**src/rtl/i2c_sat_pkg.sv**
```systemverilog
`timescale 1ns/1ps
// Shared types for the sub-addressed I2C target.
// Assumes: nothing beyond IEEE 1800-2017 packed types.
package i2c_sat_pkg;

    // Protocol phase of the target
    typedef enum logic [2:0] {
        ST_IDLE,
        ST_ADDR,
        ST_SUB,
        ST_WDATA,
        ST_RDATA
    } tgt_state_e;

    // Single-cycle bus events derived from the synchronized lines
    typedef struct packed {
        logic scl_rise;
        logic scl_fall;
        logic start;
        logic stop;
        logic sda;
    } bus_evt_t;

endpackage

```
**src/rtl/i2c_sat_sync.sv**
```systemverilog
`timescale 1ns/1ps
// Line synchronizer and bus event detector.
// Brings SCL and SDA through SYNC_STAGES flops, then compares each line
// with its previous synchronized value to flag SCL edges and START/STOP.
// Assumes: SYNC_STAGES >= 2; both lines idle high; clk well above SCL rate.
module i2c_sat_sync
    import i2c_sat_pkg::*;
#(
    parameter int SYNC_STAGES = 2
) (
    input  logic     clk,
    input  logic     rst_n,
    input  logic     scl_i,
    input  logic     sda_i,
    output bus_evt_t evt
);

    logic [SYNC_STAGES-1:0] scl_pipe;
    logic [SYNC_STAGES-1:0] sda_pipe;
    logic                   scl_prev;
    logic                   sda_prev;
    logic                   scl_s;
    logic                   sda_s;

    assign scl_s = scl_pipe[SYNC_STAGES-1];
    assign sda_s = sda_pipe[SYNC_STAGES-1];

    // Shift raw lines into the synchronizer chains and keep last value
    always_ff @(posedge clk) begin
        if (!rst_n) begin
            scl_pipe <= '1;
            sda_pipe <= '1;
            scl_prev <= 1'b1;
            sda_prev <= 1'b1;
        end else begin
            scl_pipe <= {scl_pipe[SYNC_STAGES-2:0], scl_i};
            sda_pipe <= {sda_pipe[SYNC_STAGES-2:0], sda_i};
            scl_prev <= scl_s;
            sda_prev <= sda_s;
        end
    end

    // Decode edges and framing conditions from current and previous levels
    always_comb begin
        evt.scl_rise = scl_s & ~scl_prev;
        evt.scl_fall = ~scl_s & scl_prev;
        evt.start    = scl_s & scl_prev & sda_prev & ~sda_s;
        evt.stop     = scl_s & scl_prev & ~sda_prev & sda_s;
        evt.sda      = sda_s;
    end

endmodule

```
**src/rtl/i2c_sat_rx.sv**
```systemverilog
`timescale 1ns/1ps
// Receive shifter: collects BYTE_W bits MSB first on sample strobes.
// full is raised once BYTE_W bits are in; further samples are ignored
// until clear. clear wins over sample.
// Assumes: sample is a single-cycle strobe at the SCL rising edge.
module i2c_sat_rx #(
    parameter int BYTE_W = 8
) (
    input  logic              clk,
    input  logic              rst_n,
    input  logic              clear,
    input  logic              sample,
    input  logic              bit_in,
    output logic [BYTE_W-1:0] byte_q,
    output logic              full
);

    localparam int CNT_W = $clog2(BYTE_W + 1);

    logic [CNT_W-1:0] bit_cnt;

    assign full = (bit_cnt == CNT_W'(BYTE_W));

    // Shift one bit in per sample until the byte is complete
    always_ff @(posedge clk) begin
        if (!rst_n) begin
            byte_q  <= '0;
            bit_cnt <= '0;
        end else if (clear) begin
            bit_cnt <= '0;
        end else if (sample && !full) begin
            byte_q  <= {byte_q[BYTE_W-2:0], bit_in};
            bit_cnt <= bit_cnt + 1'b1;
        end
    end

endmodule

```
**src/rtl/i2c_subaddr_target.sv**
```systemverilog
`timescale 1ns/1ps
// I2C target with a sub-address whose top bit selects write or read setup.
// Write: addr+W, sub(b7=0), data -> one reg_we strobe.
// Read : addr+W, sub(b7=1), Sr, addr+R -> one byte from reg_rdata.
// Assumes: clk at least 8x SCL; no clock stretching; reg_rdata valid for
// reg_addr by the SCL falling edge that ends the read address ACK.
module i2c_subaddr_target
    import i2c_sat_pkg::*;
#(
    parameter logic [6:0] DEV_ADDR    = 7'h54,
    parameter int         SYNC_STAGES = 2
) (
    input  logic       clk,
    input  logic       rst_n,
    input  logic       scl_i,
    input  logic       sda_i,
    output logic       sda_oe,
    output logic [6:0] reg_addr,
    output logic [7:0] reg_wdata,
    output logic       reg_we,
    output logic       reg_re,
    input  logic [7:0] reg_rdata
);

    localparam int BYTE_W = 8;
    localparam int IDX_W  = BYTE_W - 1;
    localparam int CNT_W  = $clog2(BYTE_W + 1);

    bus_evt_t          evt;
    logic [BYTE_W-1:0] rx_byte;
    logic              rx_full;
    logic              rx_clear;
    logic              rx_sample;
    logic              rx_phase;
    logic              addr_hit;

    tgt_state_e        state;
    tgt_state_e        pend_state;
    logic              in_ack;
    logic              armed;
    logic [BYTE_W-1:0] tx_sr;
    logic [CNT_W-1:0]  tx_cnt;
    logic [IDX_W-1:0]  ptr_q;
    logic [BYTE_W-1:0] wdata_q;

    i2c_sat_sync #(
        .SYNC_STAGES (SYNC_STAGES)
    ) u_sync (
        .clk   (clk),
        .rst_n (rst_n),
        .scl_i (scl_i),
        .sda_i (sda_i),
        .evt   (evt)
    );

    i2c_sat_rx #(
        .BYTE_W (BYTE_W)
    ) u_rx (
        .clk    (clk),
        .rst_n  (rst_n),
        .clear  (rx_clear),
        .sample (rx_sample),
        .bit_in (evt.sda),
        .byte_q (rx_byte),
        .full   (rx_full)
    );

    // Receive-side control: which phases shift bits and when to restart
    always_comb begin
        rx_phase  = (state == ST_ADDR) || (state == ST_SUB) || (state == ST_WDATA);
        rx_sample = evt.scl_rise & ~in_ack & rx_phase;
        rx_clear  = evt.start | evt.stop | (evt.scl_fall & in_ack);
        addr_hit  = (rx_byte[BYTE_W-1:1] == DEV_ADDR);
    end

    assign reg_addr  = ptr_q;
    assign reg_wdata = wdata_q;

    // Protocol sequencer: ACK decisions, register strobes, read shifting
    always_ff @(posedge clk) begin
        if (!rst_n) begin
            state      <= ST_IDLE;
            pend_state <= ST_IDLE;
            in_ack     <= 1'b0;
            armed      <= 1'b0;
            tx_sr      <= '0;
            tx_cnt     <= '0;
            ptr_q      <= '0;
            wdata_q    <= '0;
            sda_oe     <= 1'b0;
            reg_we     <= 1'b0;
            reg_re     <= 1'b0;
        end else begin
            reg_we <= 1'b0;
            reg_re <= 1'b0;
            if (evt.start) begin
                state  <= ST_ADDR;
                in_ack <= 1'b0;
                sda_oe <= 1'b0;
            end else if (evt.stop) begin
                state  <= ST_IDLE;
                in_ack <= 1'b0;
                sda_oe <= 1'b0;
                armed  <= 1'b0;
            end else if (evt.scl_fall && in_ack) begin
                in_ack <= 1'b0;
                state  <= pend_state;
                if (pend_state == ST_RDATA) begin
                    tx_sr  <= reg_rdata;
                    tx_cnt <= '0;
                    sda_oe <= ~reg_rdata[BYTE_W-1];
                end else begin
                    sda_oe <= 1'b0;
                end
            end else if (evt.scl_fall) begin
                unique case (state)
                    ST_ADDR: begin
                        if (rx_full) begin
                            if (addr_hit && !rx_byte[0]) begin
                                in_ack     <= 1'b1;
                                sda_oe     <= 1'b1;
                                pend_state <= ST_SUB;
                            end else if (addr_hit && armed) begin
                                in_ack     <= 1'b1;
                                sda_oe     <= 1'b1;
                                pend_state <= ST_RDATA;
                                reg_re     <= 1'b1;
                            end else begin
                                state <= ST_IDLE;
                            end
                        end
                    end
                    ST_SUB: begin
                        if (rx_full) begin
                            in_ack     <= 1'b1;
                            sda_oe     <= 1'b1;
                            ptr_q      <= rx_byte[IDX_W-1:0];
                            armed      <= rx_byte[BYTE_W-1];
                            pend_state <= ST_WDATA;
                        end
                    end
                    ST_WDATA: begin
                        if (rx_full) begin
                            if (armed) begin
                                armed <= 1'b0;
                                state <= ST_IDLE;
                            end else begin
                                in_ack     <= 1'b1;
                                sda_oe     <= 1'b1;
                                wdata_q    <= rx_byte;
                                reg_we     <= 1'b1;
                                pend_state <= ST_IDLE;
                            end
                        end
                    end
                    ST_RDATA: begin
                        if (tx_cnt == CNT_W'(BYTE_W)) begin
                            sda_oe <= 1'b0;
                            armed  <= 1'b0;
                            state  <= ST_IDLE;
                        end else begin
                            tx_sr  <= {tx_sr[BYTE_W-2:0], 1'b0};
                            sda_oe <= ~tx_sr[BYTE_W-2];
                        end
                    end
                    default: ;
                endcase
            end else if (evt.scl_rise && state == ST_RDATA && !in_ack) begin
                tx_cnt <= tx_cnt + 1'b1;
            end
        end
    end

endmodule


```
**config.mk**
```make
export PLATFORM = sky130hd
export DESIGN_NAME = i2c_subaddr_target
export DESIGN_NICKNAME = d
export VERILOG_FILES = /design/src/rtl/i2c_sat_pkg.sv /design/src/rtl/i2c_sat_sync.sv /design/src/rtl/i2c_sat_rx.sv /design/src/rtl/i2c_subaddr_target.sv
export SDC_FILE = /design/constraint.sdc
export NUM_CORES = 1
export LEC_CHECK = 0
export BUFFER_PORTS_ARGS = -buffer_cell sky130_fd_sc_hd__buf_2
export CAP_MARGIN = 5
export CORE_ASPECT_RATIO = 0.75
export CORE_UTILIZATION = 45
export CTS_CLUSTER_SIZE = 30
export DETAILED_ROUTE_END_ITERATION = 10
export HOLD_SLACK_MARGIN = 0.03
export PLACE_DENSITY_LB_ADDON = 0.25
export SYNTH_ARGS = -nofsm -noshare
export SYNTH_HDL_FRONTEND = slang
export SYNTH_SLANG_ARGS = --single-unit
```
**constraint.sdc**
```tcl
create_clock -name clk -period 2.28 [get_ports clk]
set_input_delay 0.114 -clock clk [delete_from_list [all_inputs] [get_ports clk]]
set_output_delay 0.114 -clock clk [all_outputs]
set_load 0.005 [all_outputs]
```
==> results.md <==
* CP max FO at 14
* Longest Clk Path Bufs at 2
* Setup Buffers After CTS at 0
* Crit-path max cell delay at 630 ps
* Tcrit/Tclk final at 85.9%
* Crit start category: flip-flop
* Antenna cells at 0
* Layout Nets at 309
* DRC violations left at 0
* Total negative setup slack at 0 ps
* Routability cong. at 0.798
* Most area-consuming cells after synthesis: dfxtp_1 (43%), mux2i_1 (14%), nor2_1 (4.9%)
* Congestion Overflow GR at 0
* Initial core utilization at 47.2%
* Reg-to-reg startpoint: state[1]
* Tot Pwr at 1600 µW
* Layout cell share with drive strength beyond 1 at 17.7%
* Required time of the critical path at 2480 ps
* Register Area at 1100 µm²
* Top_reg_cell synth: dfxtp_1
* Synth unique cells at 51
* CP bufs+invs at 0
* WL final at 5.10 mm
* Post-synth top area cell: dfxtp_1
* Cell chain of the critical path: nor3b_1 > nand3_1 > mux2i_1 > nor2_1
* Crit path kind: reg2reg
* H-tree Lvls at 2
* DR pass1 iterations at 4
* Clock skew at 8.68 ps
* Post-Syn Area per Cell at 9.68 µm²
* Row count at 23
* Tmin final at 1960 ps
* Peak supply drop at 0.416 mV
* Pins Over Slew Limit at 0
* Synth Net Count at 278
* Post-synth top cells: dfxtp_1 (55), mux2i_1 (35), nor2_1 (33)
* Port Buffers at 29
* RSZ-0062 raised after global routing: false
* Worst-path clk slew at 100 ps
* Sink Count at 55
* Largest net degree at the start of global routing at 33
* GRT Overall Usage at 18.8%
* Post-synth design cell area at 2540 µm²
* Final antenna-violating net count at 0
* Fill count at 518
* Share of the synthesized area in the top cell type at 43.4%
* Initial antenna violation count at 0
* Critical path endpoint category: flip-flop
* Post-DP HPWL at 3.53 mm
* Drt via density at 5.34
* YS warnings at 0
* Peak Freq at 511 MHz
* CTS Buf Count at 5
* Routed via count at 1972
* DIE HEIGHT at 67.0 µm
* Critical path's slowest cell: dfxtp_1
* Max Cap Viol at 0
* Post-synthesis register bit count at 55
* Fin area at 2870 µm²
* Critical path arrival at 2160 ps
* Crit path launch: state[1]
* Setup violations, final at 0
* Die width at 88.7 µm
* CORE AREA at 5380 µm²
* Multi-input logic area at 1330 µm²
* Area grow syn2layout at 13.2%
* Cells after Synth at 262
* First-pass GRT wire length at 8.63 mm
* Hold Crit Class: in2reg
* Die Area at 5950 µm²
* Clock Latency Late Sink at 310 ps
* Register area share after synthesis at 43.4%
* WL/cell at 13.8 µm
* Root buf cell: clkbuf_8
* Vias in the first global route at 1797
* P_leak at 0.00114 µW
* Dpl cell area at 2750 µm²
* Hold Vio Cnt, Final at 0
* Post-synth EDFFs at 0
* Max-slew headroom at 65.5%
* 1st-iter DRT viols at 105
* Count leader, synth: dfxtp_1
* Async set-reset flop share out of synthesis at 0%
* Hold_sp: rst_n
* Post_cts resized at 0
* I/O pin count at 30
* CTS tree: yes
* CTS Hold Bufs at 3
* CP delay by family, top: simple AND/OR/NAND/NOR gates
* Run status: completed
* PwrDens at 559 nW/µm²
* Least-Margin Pin Slew at 518 ps
## layout make-up
type / count / share of cell area [%]
inverter: 8 / 1.05
clock buffer: 7 / 3.01
clock inverter: 1 / 0.305
timing repair buffer: 38 / 7.67
tap: 75 / 3.27
sequential: 55 / 38.3
multi-input combinational: 185 / 46.4
## worst paths after layout
path,end,slack [ps],cells after the start
worst max-delay path,reg_addr[4],320,4
worst min-delay path,u_sync.sda_pipe[0],140,2
worst max register to register,reg_addr[4],320,4
worst min register to register,u_sync.scl_pipe[1],420,1
## report_power, final
part,internal (µW),switching (µW),total (µW)
Combinational,26.7,38.8,65.5
Sequential,965,6.44,972
Clock,250,317,567
## logic make-up (layout without fill, tap and decap cells)
kind of cell    after synthesis  count (layout)  synth area share [%]
xor+xnor                      5               5                  1.73
mux                          35              35                  13.8
flops                        55              55                  43.4
simple gates                 97              97                  21.8
buf+inv                      22              54                  4.34
fa+ha+maj                     4               4                  1.97
compound gates               44              44                  13.0
## registers in the layout, indices dropped and copies added (netlist names), 2 cells and up
register,cells
reg_wdata,8
tx_cnt,4
u_rx.byte_q,8
reg_addr,7
state,3
u_rx.bit_cnt,4
u_sync.sda_pipe,2
pend_state,3
u_sync.scl_pipe,2
tx_sr,7
## placed cells by master, fill, tap and decap left out, types with 4 or more instances in the layout
master    instances
o21ai_0           7
nand2_1          10
nor2_1           33
nand3_1           6
dfxtp_1          55
nand3b_1          4
nand2b_1          9
clkbuf_8          6
ha_1              4
buf_2            29
mux2i_1          35
inv_1             8
and3b_1           4
buf_4             6
a21oi_1          12
## per-stage QoR
stage / setup slack, ps / hold slack [ps] / util, % / cells
6_report: 321 / 142 / 53.4 / 369
5_1_grt: 123 / 147 / 53.4 / 369
4_1_cts: 369 / 133 / 53.4 / 369
3_5_place_dp: 387 / 302 / 51.0 / 358
3_3_place_gp: 482 / 297 / 51.0 / 358
2_1_floorplan: 602 / 187 / - / 262
## metal layers
metal  global-route usage, %  share of wire [%]  vias up
li1                        -                  -     1009
met1                    28.1                 54      918
met2                    26.8                 41       40
met3                    3.72                3.3        5
met4                    5.44               0.90        0
met5                       0                  0        -
No activity file was read; power rests on OpenSTA's default activity.
